## config.mk

```make
export PLATFORM = sky130hd
export DESIGN_NAME = trace_exc_seq
export DESIGN_NICKNAME = d
export VERILOG_FILES = /design/src/rtl/trc_seq_pkg.sv /design/src/rtl/trc_qualify.sv /design/src/rtl/trc_pend.sv /design/src/rtl/trc_frame.sv /design/src/rtl/trace_exc_seq.sv
export SDC_FILE = /design/constraint.sdc
export NUM_CORES = 1
export LEC_CHECK = 0
export BUFFER_PORTS_ARGS = -buffer_cell sky130_fd_sc_hd__buf_2
export CAP_MARGIN = 20
export CORE_ASPECT_RATIO = 1.25
export CORE_MARGIN = 8
export CORE_UTILIZATION = 51
export DETAILED_ROUTE_END_ITERATION = 7
export PLACE_DENSITY = 0.81
export SETUP_SLACK_MARGIN = 0.3
export SLEW_MARGIN = 20
export SYNTH_ARGS = -nofsm -noshare
export SYNTH_HDL_FRONTEND = slang
export SYNTH_SLANG_ARGS = --single-unit
```

## constraint.sdc

```tcl
create_clock -name clk -period 1.81 [get_ports clk]
set_input_delay 0.362 -clock clk [delete_from_list [all_inputs] [get_ports clk]]
set_output_delay 0.362 -clock clk [all_outputs]
set_load 0.03 [all_outputs]
```

## src/rtl/trc_seq_pkg.sv

```systemverilog
package trc_seq_pkg;
  localparam int NSRC = 4;

  typedef enum logic [1:0] {
    K_FORCED = 2'd0,
    K_TRACE  = 2'd1,
    K_IRQ    = 2'd2,
    K_BKPT   = 2'd3
  } exc_kind_e;

  localparam logic [1:0] TM_OFF  = 2'b00;
  localparam logic [1:0] TM_FLOW = 2'b01;
  localparam logic [1:0] TM_ALL  = 2'b10;
  localparam logic [1:0] TM_RSV  = 2'b11;
endpackage

```

## src/rtl/trc_qualify.sv

```systemverilog
module trc_qualify
  import trc_seq_pkg::*;
(
  input  logic       clk,
  input  logic       rst,
  input  logic       accept,
  input  logic [1:0] trc_mode,
  input  logic       retire_flow,
  input  logic       fault_abort,
  input  logic       rte_fault,
  input  logic       not_executed,
  input  logic       stop_insn,
  output logic       trace_hit,
  output logic       stop_enter,
  output logic       rsv_err
);
  logic completed_ok;
  logic mode_wants;

  // only an instruction that ran to a normal end is traceable
  assign completed_ok = !fault_abort && !rte_fault && !not_executed;

  always_comb begin
    case (trc_mode)
      TM_ALL:  mode_wants = 1'b1;
      TM_FLOW: mode_wants = retire_flow;
      default: mode_wants = 1'b0;   // off and reserved code
    endcase
  end

  assign trace_hit = accept && completed_ok && mode_wants;

  always_ff @(posedge clk) begin
    if (rst) begin
      stop_enter <= 1'b0;
      rsv_err    <= 1'b0;
    end else begin
      stop_enter <= accept && stop_insn && completed_ok && !mode_wants;
      rsv_err    <= accept && (trc_mode == TM_RSV);
    end
  end
endmodule

```

## src/rtl/trc_pend.sv

```systemverilog
module trc_pend
  import trc_seq_pkg::*;
(
  input  logic            clk,
  input  logic            rst,
  input  logic            accept,
  input  logic [NSRC-1:0] req,
  output logic [NSRC-1:0] pend,
  output logic [NSRC-1:0] grant,
  output logic            busy
);
  logic [NSRC:0] above;

  assign above[0] = 1'b0;
  genvar gi;
  generate
    for (gi = 0; gi < NSRC; gi++) begin : g_pick
      // lower index means higher precedence
      assign grant[gi]   = pend[gi] && !above[gi];
      assign above[gi+1] = above[gi] || pend[gi];
    end
  endgenerate

  assign busy = |pend;

  always_ff @(posedge clk) begin
    if (rst)         pend <= '0;
    else if (accept) pend <= req;
    else             pend <= pend & ~grant;
  end

  // exactly one pending exception retires per busy cycle
  assert_one_per_cycle_R10: assert property (@(posedge clk) disable iff (rst)
    busy |=> ($countones(pend) + 1 == $countones($past(pend))));
endmodule

```

## src/rtl/trc_frame.sv

```systemverilog
module trc_frame
  import trc_seq_pkg::*;
#(
  parameter int AW        = 32,
  parameter int VEC_TRACE = 9,
  parameter int VEC_BKPT  = 12,
  parameter int AUTO_BASE = 24,
  parameter int USER_BASE = 64
) (
  input  logic            clk,
  input  logic            rst,
  input  logic            accept,
  input  logic [AW-1:0]   retire_pc,
  input  logic [AW-1:0]   next_pc,
  input  logic [15:0]     sr_in,
  input  logic [7:0]      forced_vec,
  input  logic [2:0]      irq_level,
  input  logic [7:0]      irq_vec,
  input  logic [NSRC-1:0] grant,
  output logic            exc_take,
  output logic [1:0]      exc_kind,
  output logic [7:0]      exc_vec,
  output logic [9:0]      stk_vec_off,
  output logic [AW-1:0]   stk_insn_addr,
  output logic [AW-1:0]   stk_pc,
  output logic [15:0]     stk_sr
);
  localparam logic [7:0] VT = 8'(VEC_TRACE);
  localparam logic [7:0] VB = 8'(VEC_BKPT);
  localparam logic [7:0] VA = 8'(AUTO_BASE);
  localparam logic [7:0] VU = 8'(USER_BASE);

  logic [AW-1:0] s_addr, s_pc;
  logic [15:0]   s_sr;
  logic [7:0]    s_fvec, s_ivec, ivec_now, g_vec;
  exc_kind_e     g_kind;

  assign ivec_now = (irq_vec >= VU) ? irq_vec : (VA + {5'd0, irq_level});

  always_comb begin
    g_kind = K_FORCED;
    for (int i = NSRC - 1; i >= 0; i--)
      if (grant[i]) g_kind = exc_kind_e'(i);
  end

  always_comb begin
    case (g_kind)
      K_FORCED: g_vec = s_fvec;
      K_TRACE:  g_vec = VT;
      K_IRQ:    g_vec = s_ivec;
      default:  g_vec = VB;
    endcase
  end

  always_ff @(posedge clk) begin
    if (rst) begin
      s_addr <= '0; s_pc <= '0; s_sr <= '0; s_fvec <= '0; s_ivec <= '0;
      exc_take <= 1'b0; exc_kind <= '0; exc_vec <= '0; stk_vec_off <= '0;
      stk_insn_addr <= '0; stk_pc <= '0; stk_sr <= '0;
    end else begin
      if (accept) begin
        s_addr <= retire_pc;
        s_pc   <= next_pc;
        s_sr   <= sr_in;
        s_fvec <= forced_vec;
        s_ivec <= ivec_now;
      end
      exc_take <= |grant;
      if (|grant) begin
        exc_kind      <= g_kind;
        exc_vec       <= g_vec;
        stk_vec_off   <= {g_vec, 2'b00};
        stk_insn_addr <= s_addr;
        stk_pc        <= s_pc;
        stk_sr        <= s_sr;
      end
    end
  end

  // interrupt vectors land in the user range or on an autovector
  assert_irq_vec_range_R7: assert property (@(posedge clk) disable iff (rst)
    (exc_take && exc_kind == K_IRQ) |->
      (exc_vec >= VU || (exc_vec > VA && exc_vec <= VA + 8'd7)));
endmodule

```

## src/rtl/trace_exc_seq.sv

```systemverilog
module trace_exc_seq
  import trc_seq_pkg::*;
#(
  parameter int AW        = 32,
  parameter int VEC_TRACE = 9,
  parameter int VEC_BKPT  = 12,
  parameter int AUTO_BASE = 24,
  parameter int USER_BASE = 64
) (
  input  logic          clk,
  input  logic          rst,
  input  logic          retire_vld,
  input  logic [AW-1:0] retire_pc,
  input  logic [AW-1:0] next_pc,
  input  logic [15:0]   sr_in,
  input  logic [1:0]    trc_mode,
  input  logic          retire_flow,
  input  logic          forced_exc,
  input  logic [7:0]    forced_vec,
  input  logic          fault_abort,
  input  logic          rte_fault,
  input  logic          not_executed,
  input  logic          stop_insn,
  input  logic [2:0]    irq_level,
  input  logic [7:0]    irq_vec,
  input  logic          bkpt_pend,
  output logic          exc_take,
  output logic [1:0]    exc_kind,
  output logic [7:0]    exc_vec,
  output logic [9:0]    stk_vec_off,
  output logic [AW-1:0] stk_insn_addr,
  output logic [AW-1:0] stk_pc,
  output logic [15:0]   stk_sr,
  output logic          hold_next,
  output logic          stop_enter,
  output logic          trc_rsv_err
);
  logic            accept, trace_hit, busy;
  logic [NSRC-1:0] req, pend_q, grant;

  // boundaries seen while exceptions drain are ignored
  assign accept = retire_vld && !busy;

  trc_qualify u_qual (
    .clk(clk), .rst(rst), .accept(accept), .trc_mode(trc_mode),
    .retire_flow(retire_flow), .fault_abort(fault_abort),
    .rte_fault(rte_fault), .not_executed(not_executed),
    .stop_insn(stop_insn), .trace_hit(trace_hit),
    .stop_enter(stop_enter), .rsv_err(trc_rsv_err)
  );

  always_comb begin
    req           = '0;
    req[K_FORCED] = forced_exc;
    req[K_TRACE]  = trace_hit;
    req[K_IRQ]    = (irq_level != 3'd0);
    req[K_BKPT]   = bkpt_pend;
  end

  trc_pend u_pend (
    .clk(clk), .rst(rst), .accept(accept), .req(req),
    .pend(pend_q), .grant(grant), .busy(busy)
  );

  trc_frame #(
    .AW(AW), .VEC_TRACE(VEC_TRACE), .VEC_BKPT(VEC_BKPT),
    .AUTO_BASE(AUTO_BASE), .USER_BASE(USER_BASE)
  ) u_frame (
    .clk(clk), .rst(rst), .accept(accept), .retire_pc(retire_pc),
    .next_pc(next_pc), .sr_in(sr_in), .forced_vec(forced_vec),
    .irq_level(irq_level), .irq_vec(irq_vec), .grant(grant),
    .exc_take(exc_take), .exc_kind(exc_kind), .exc_vec(exc_vec),
    .stk_vec_off(stk_vec_off), .stk_insn_addr(stk_insn_addr),
    .stk_pc(stk_pc), .stk_sr(stk_sr)
  );

  assign hold_next = busy;

  // reserved code leaves no trace pending
  assert_rsv_no_trace_R3: assert property (@(posedge clk) disable iff (rst)
    trc_rsv_err |-> !pend_q[K_TRACE]);

  // entering stop and a pending trace never coexist
  assert_stop_vs_trace_R9: assert property (@(posedge clk) disable iff (rst)
    stop_enter |-> !pend_q[K_TRACE]);

  // faulted instruction or fault return queues no trace
  assert_fault_untraced_R4: assert property (@(posedge clk) disable iff (rst)
    (accept && (fault_abort || rte_fault)) |=> !pend_q[K_TRACE]);

  // unexecuted instruction queues no trace
  assert_noexec_untraced_R5: assert property (@(posedge clk) disable iff (rst)
    (accept && not_executed) |=> !pend_q[K_TRACE]);

  // nothing of equal or higher precedence remains once one is issued
  assert_priority_R8: assert property (@(posedge clk) disable iff (rst)
    exc_take |-> ((pend_q & ~(4'hF << ({2'b00, exc_kind} + 4'd1))) == 4'h0));
endmodule

```

; Yosys cells after proc, flatten, opt, wreduce, memory -nomap -nowiden
; Cells that the tools add are included.
[word_totals]
ramBits = 0
wordCells = 57
romBits = 0
latchBits = 0
ff_bits = 193
memories = 0
[op_classes]
reduce_logical = 26
bitwise = 2
mux = 8
n_mul = 0
addsub = 1
n_div = 0
magnitude_cmp = 1
eq_ne = 5
shift = 0
[op_table]
columns = operator, n
row1 = 8-bit one-hot mux with 3 select lines, 1
row2 = 1-bit logical AND, 12
row3 = "8-bit by 7-bit greater-or-equal comparator with 1-bit output, second input constant", 1
row4 = 1-bit logical NOT, 8
row5 = 2-bit 2-to-1 mux, 4
row6 = 8-bit 2-to-1 mux, 1
row7 = 4-bit OR reduction, 2
row8 = "5-bit by 3-bit adder with 6-bit output, first input constant", 1
row9 = "2-bit equality test, second input constant", 3
row10 = 4-bit bitwise AND, 1
row11 = "2-bit by 1-bit equality test with 1-bit output, second input constant", 2
row12 = 4-bit 2-to-1 mux, 1
row13 = 4-bit inverter, 1
row14 = 3-bit nonzero test, 1
row15 = 2-bit logical NOT, 1
row16 = 1-bit logical OR, 2
row17 = 1-bit one-hot mux with 2 select lines, 1

; Longest topological paths before layout
[depth]
word_depth = 10
depth_mapped = 7

; By module
; A second synthesis with hierarchy kept.
[unflattened]
cells_unflattened = 780
hier_area_um2 = 7105.6
[modules_own_cells]
columns = module, seq_area_each_um2, n_inst, cells_per_inst, area_per_inst_um2
row1 = trc_frame, 3743.6, 1, 742, 6772.7
row2 = trc_pend, 80.1, 1, 21, 180.2
row3 = trc_qualify, 40.0, 1, 15, 140.1
row4 = trace_exc_seq, 0.0, 1, 2, 12.5

; Worst setup path before layout
; OpenSTA, ideal clock, no wires.
[synth_timing]
path_kind = register to output
start = reg u_pend.pend[0]
end = out hold_next
arrival_time_ns = 1.248
n_path_buf = 3
slack_ns = 0.200
t_required_ns = 1.448
stages_incl_launch_ff = 6
path_cell_list = dfxtp_1 buf_2 nor4_4 inv_2 buf_2 buf_2
[synth_via]
elab_chain_cells = 1
[synth_rtl]
columns = element, line_no
row1 = "start, declared", trc_pend.sv:8  ; output logic [NSRC-1:0] pend,
row2 = "start signal, assigned", trc_pend.sv:28  ; else if (accept) pend <= req;
row3 = "start signal, assigned", trc_pend.sv:29  ; else pend <= pend & ~grant;
row4 = 4-bit OR reduction, trc_pend.sv:24  ; assign busy = |pend;
row5 = "end, declared", trace_exc_seq.sv:34  ; output logic hold_next,
; No other way between the ends.

; Worst setup path after layout
[layout_timing]
start = reg u_pend.pend[1]
end = reg u_frame.s_addr[30]
[layout_via]
elab_chain_cells = 3
[layout_rtl]
columns = element, line_no
row1 = 4-bit OR reduction, trc_pend.sv:24
row2 = 1-bit logical NOT, trace_exc_seq.sv:42  ; assign accept = retire_vld && !busy;
row3 = 1-bit logical AND, trace_exc_seq.sv:42
row4 = "end signal, assigned", trc_frame.sv:62  ; s_addr <= retire_pc;
row5 = "end, declared", trc_frame.sv:33  ; logic [AW-1:0] s_addr, s_pc;
; No other way between the ends.
; A chain may end at the register's enable or synchronous reset.

==> metrics.md <==
| Metric | Value |
|---|---|
| WL/cell | 23.0 um |
| Crit path required time | 2.17 ns |
| Setup TNS | -1.93 ns |
| Number of enable flip-flop cells after synthesis | 0 |
| Pre-antenna DRT Iters | 5 |
| Final worst-path cycle share | 105% |
| Critical-path cell list | nor4_4, buf_4, buf_6, buf_12, buf_12, buf_12, clkbuf_16, nand3_2, a21oi_2 |
| Nets | 1,217 |
| YS warnings | 0 |
| Clk pin slew, worst setup/hold paths | 0.07 ns |
| Highest clock rate | ~0.53 GHz |
| Post-synthesis compound-gate area fraction | 20.9% |
| CP Capture Type | flop |
| Worst r2r src | u_pend.pend[1] |
| RSZ-0062 raised after global routing | true |
| DRT Wirelength | slightly below 30,000 um |
| FP Rows | between 40 and 50 |
| Number of fill cells | 611 |
| Hold_sp | retire_pc[29] |
| Synth Register Bits | 193 |
| Main area contributors after synthesis | dfxtp_1 (54%), a21oi_1 (13%), nand2_1 (8.9%), nand3_1 (6.3%), o21ai_0 (4.7%) |
| Synth area leader | dfxtp_1 |
| Via density | 6.07 |
| Maxcap violations | 0 |
| Post-synthesis simple-gate area fraction | between 10% and 20% |
| Layout Area Growth over Synthesis | 67.8% |
| DRC viols | 0 |
| PortBufs | 212 |
| Core area | 0.0138 mm^2 |
| Clock buffer depth | 2 |
| GRT Util Overall | 25.3% |
| Asr flop ratio synth | 0% |
| Antenna Nets Post-Route | 0 |
| Critical path peak fanout | 7 |
| Layout Skew | 0.0112 ns |
| Share of cells above drive strength 1 | 55.3% |
| Relative slew slack | between 30% and 40% |
| Internal power | 0.00812 W |
| Commonest cells after routing, fill and taps aside | buf_2 (209), dfxtp_1 (190), a21oi_2 (137) |
| Top_reg_cell synth | dfxtp_1 |
| Max Transition Viols Final | 0 |
| Reg2Reg Setup Slack | -0.09 ns |
| Lkg Pwr | 4.76 nW |
| Initial detailed-routing violation count | 889 |
| Mean Syn Cell Area | slightly above 8 um^2 |
| Worst Max-Slew Pin Slew | between 0.9 and 1 ns |
| Switching part of the total | a little under a third |
| Startpoint types | flop |
| Multi-input logic area | roughly 0.0046 mm^2 |
| Crit path kind | flop to flop |
| Mux share of post-synthesis cell area | 0.420% |
| R2R cell count | 9 |
| Failing checks | negative setup slack |
| Grt ovf | 0 |
| Highest-delay cell along the critical path | nor4_4 |
| P_sw | ~0.0036 W |
| Die Span Y | 148 um |
| Clock network fraction of total power | 31.0% |
| RePlAce Congestion | 0.783 |
| Yosys top cell area share | between 50% and 60% |
| Final Hold Fails | 0 |
| Peak VDD IR | 707 uV |
| Setup violators final | 62 |
| Sequential-to-total area share from yosys stat | 54.0% |
| Yosys cell types | 34 |
| CP dominant cell by count | buf_12 |
| Worst setup margin | -0.0862 ns |
| Delay of the slowest critical-path stage | 0.38 ns |
| Via count | just under 8,000 |
| CTS tree | built |
| First-pass GRT wire length | between 30,000 and 40,000 um |
| Crit path time final | 1.90 ns |
| WHS Path Cells | 3 |
| Initial Util | between 50 and 60% |
| Die width | 122 um |
| Initial antenna violation count | 7 |
| Die area | 0.0181 mm^2 |
| Outcome | finished with violations |
| Number of global-route vias before repair | 7,005 |
| HPWL Detailed | 12,400 um |
| Mapped Area | around 0.0072 mm^2 |
| Pin count of the biggest net entering global routing | between 90 and 100 |
| Sinks on the clock net | 193 |
| Synth Instances | 880 |
| Num CTS Buffers | 17 |
| Logic pwr share | 29.2% |
| Skew-Pair Late Insertion Delay | 0.44 ns |
| Root Driver | clkbuf_16 |
| Worst path top cell family by delay | buffers and inverters |
| Adder-cell share of the synthesized area | 0.525% |
| XOR/XNOR Fraction of Synth Area | 0% |
| Pre-CTS setup slack | 0.183 ns |
| Sequential Power Share | 39.8% |
| Worst Hold Class | input port to flop |
| FF/Latch Area | 0.00387 mm^2 |
| Most common cell after layout, fill and taps aside | buf_2 |
| IO Count | about 220 |
| H-tree depth | 4 |
| Critical path arrival | 2.26 ns |
| Largest family of logic cells by synthesized area | compound AO/OA/AOI/OAI gates |
| FF-to-FF End | u_frame.s_addr[30] |
| Hold Path End | u_frame.s_addr[29] |
| Power density over the cells | 978 mW/mm^2 |
| CP bufs+invs | 6 |
==> synth_stat cells, types with 3 or more instances <==
cell type	instances
a211oi_1	3
a21oi_1	185
a22oi_1	5
buf_1	10
buf_2	28
buf_4	10
clkbuf_1	47
dfxtp_1	193
ha_1	3
mux2i_1	3
nand2_1	169
nand3_1	90
nor2_1	8
nor2b_1	3
nor3_1	8
nor4_1	4
o21ai_0	67
o21ai_1	25
==> metal layers <==
layer  wire (um)  track usage (%)  part of all wire [%]
met1       10700             28.8                    36
met2       15000             41.7                    51
met3        2430             6.53                   8.2
met4        1550             14.5                   5.2
met5          49                0                  0.16
==> how the worst max path moves through the flow <==
| stage | from | to | slack [ns] | depth (start not counted) |
|---|---|---|---|---|
| CTS | u_pend.pend[0] | hold_next | -0.004 | 3 |
| global route | u_pend.pend[2] | u_frame.s_addr[30] | -0.14 | 9 |
| detailed placement | u_pend.pend[2] | u_frame.s_ivec[0] | 0.18 | 5 |
| floorplan | u_pend.pend[2] | hold_next | 0.30 | 5 |
| finish | u_pend.pend[1] | u_frame.s_addr[30] | -0.09 | 9 |
| global placement | u_pend.pend[2] | u_pend.pend[2] | 0.20 | 5 |
==> timing repair <==
item,4_1_cts,5_1_grt
cloned,24,11
hold buffers,0,0
gates resized for setup,127,343
endpoints found under the setup margin,105,191
endpoints found under the hold margin,0,0
setup buffers,19,13
pin swaps,82,199
==> flip-flops by register name (all words and copies together) (netlist names), 2 cells and up <==
signal / cells
u_frame.s_fvec: 8
u_frame.stk_insn_addr: 32
u_frame.s_sr: 16
u_pend.pend: 4
u_frame.s_addr: 32
u_frame.stk_pc: 32
u_frame.s_ivec: 8
u_frame.exc_vec: 8
u_frame.s_pc: 32
u_frame.exc_kind: 2
u_frame.stk_sr: 16
==> final cells by class <==
cell class,instances,share of cell area (%)
antenna,4,0.0834
clock buffer,23,3.82
clock inverter,6,0.709
inverter,4,0.344
multi-input combinational,589,38.1
sequential,193,32.2
tap,175,1.82
timing repair buffer,296,22.8
timing repair inverter,2,0.146
==> tightest hold or removal path: stages <==
cell     delay, ns
buf_2         0.10
nand3_2       0.05
a21oi_2       0.04
==> per-stage QoR <==
stage | utilization, % | total power (W) | cell area (um^2) | hold WS (ns) | cells
2_1_floorplan | - | 0.00572 | 7180 | 0.433 | 881
6_report | 87.3 | 0.0117 | 12000 | 0.168 | 1292
3_5_place_dp | 60.3 | 0.00617 | 8300 | 0.440 | 1192
3_3_place_gp | 60.3 | 0.00615 | 8300 | 0.434 | 1192
4_1_cts | 74.3 | 0.0108 | 10200 | 0.152 | 1264
5_1_grt | 87.2 | 0.0120 | 12000 | 0.163 | 1291
==> power groups by stage <==
stage / Clock (W) / Combinational, W / Sequential, W
floorplan: 0 / 0.000861 / 0.00486
global placement: 0 / 0.00144 / 0.00471
detailed placement: 0 / 0.00146 / 0.00471
CTS: 0.00361 / 0.00251 / 0.00462
global route: 0.00381 / 0.00355 / 0.00469
finish: 0.00363 / 0.00343 / 0.00467
==> cell families (layout without fill, tap and decap cells) <==
logic type                 count (synthesis)  count (layout)
and+or+nand+nor                          290             290
adders and majority gates                  3               3
DFF                                      193             193
AOI/OAI and AO/OA                        291             291
buffers and inverters                     99             331
muxes                                      3               3
other                                      1               6
Power figures use the tool's default switching activity.
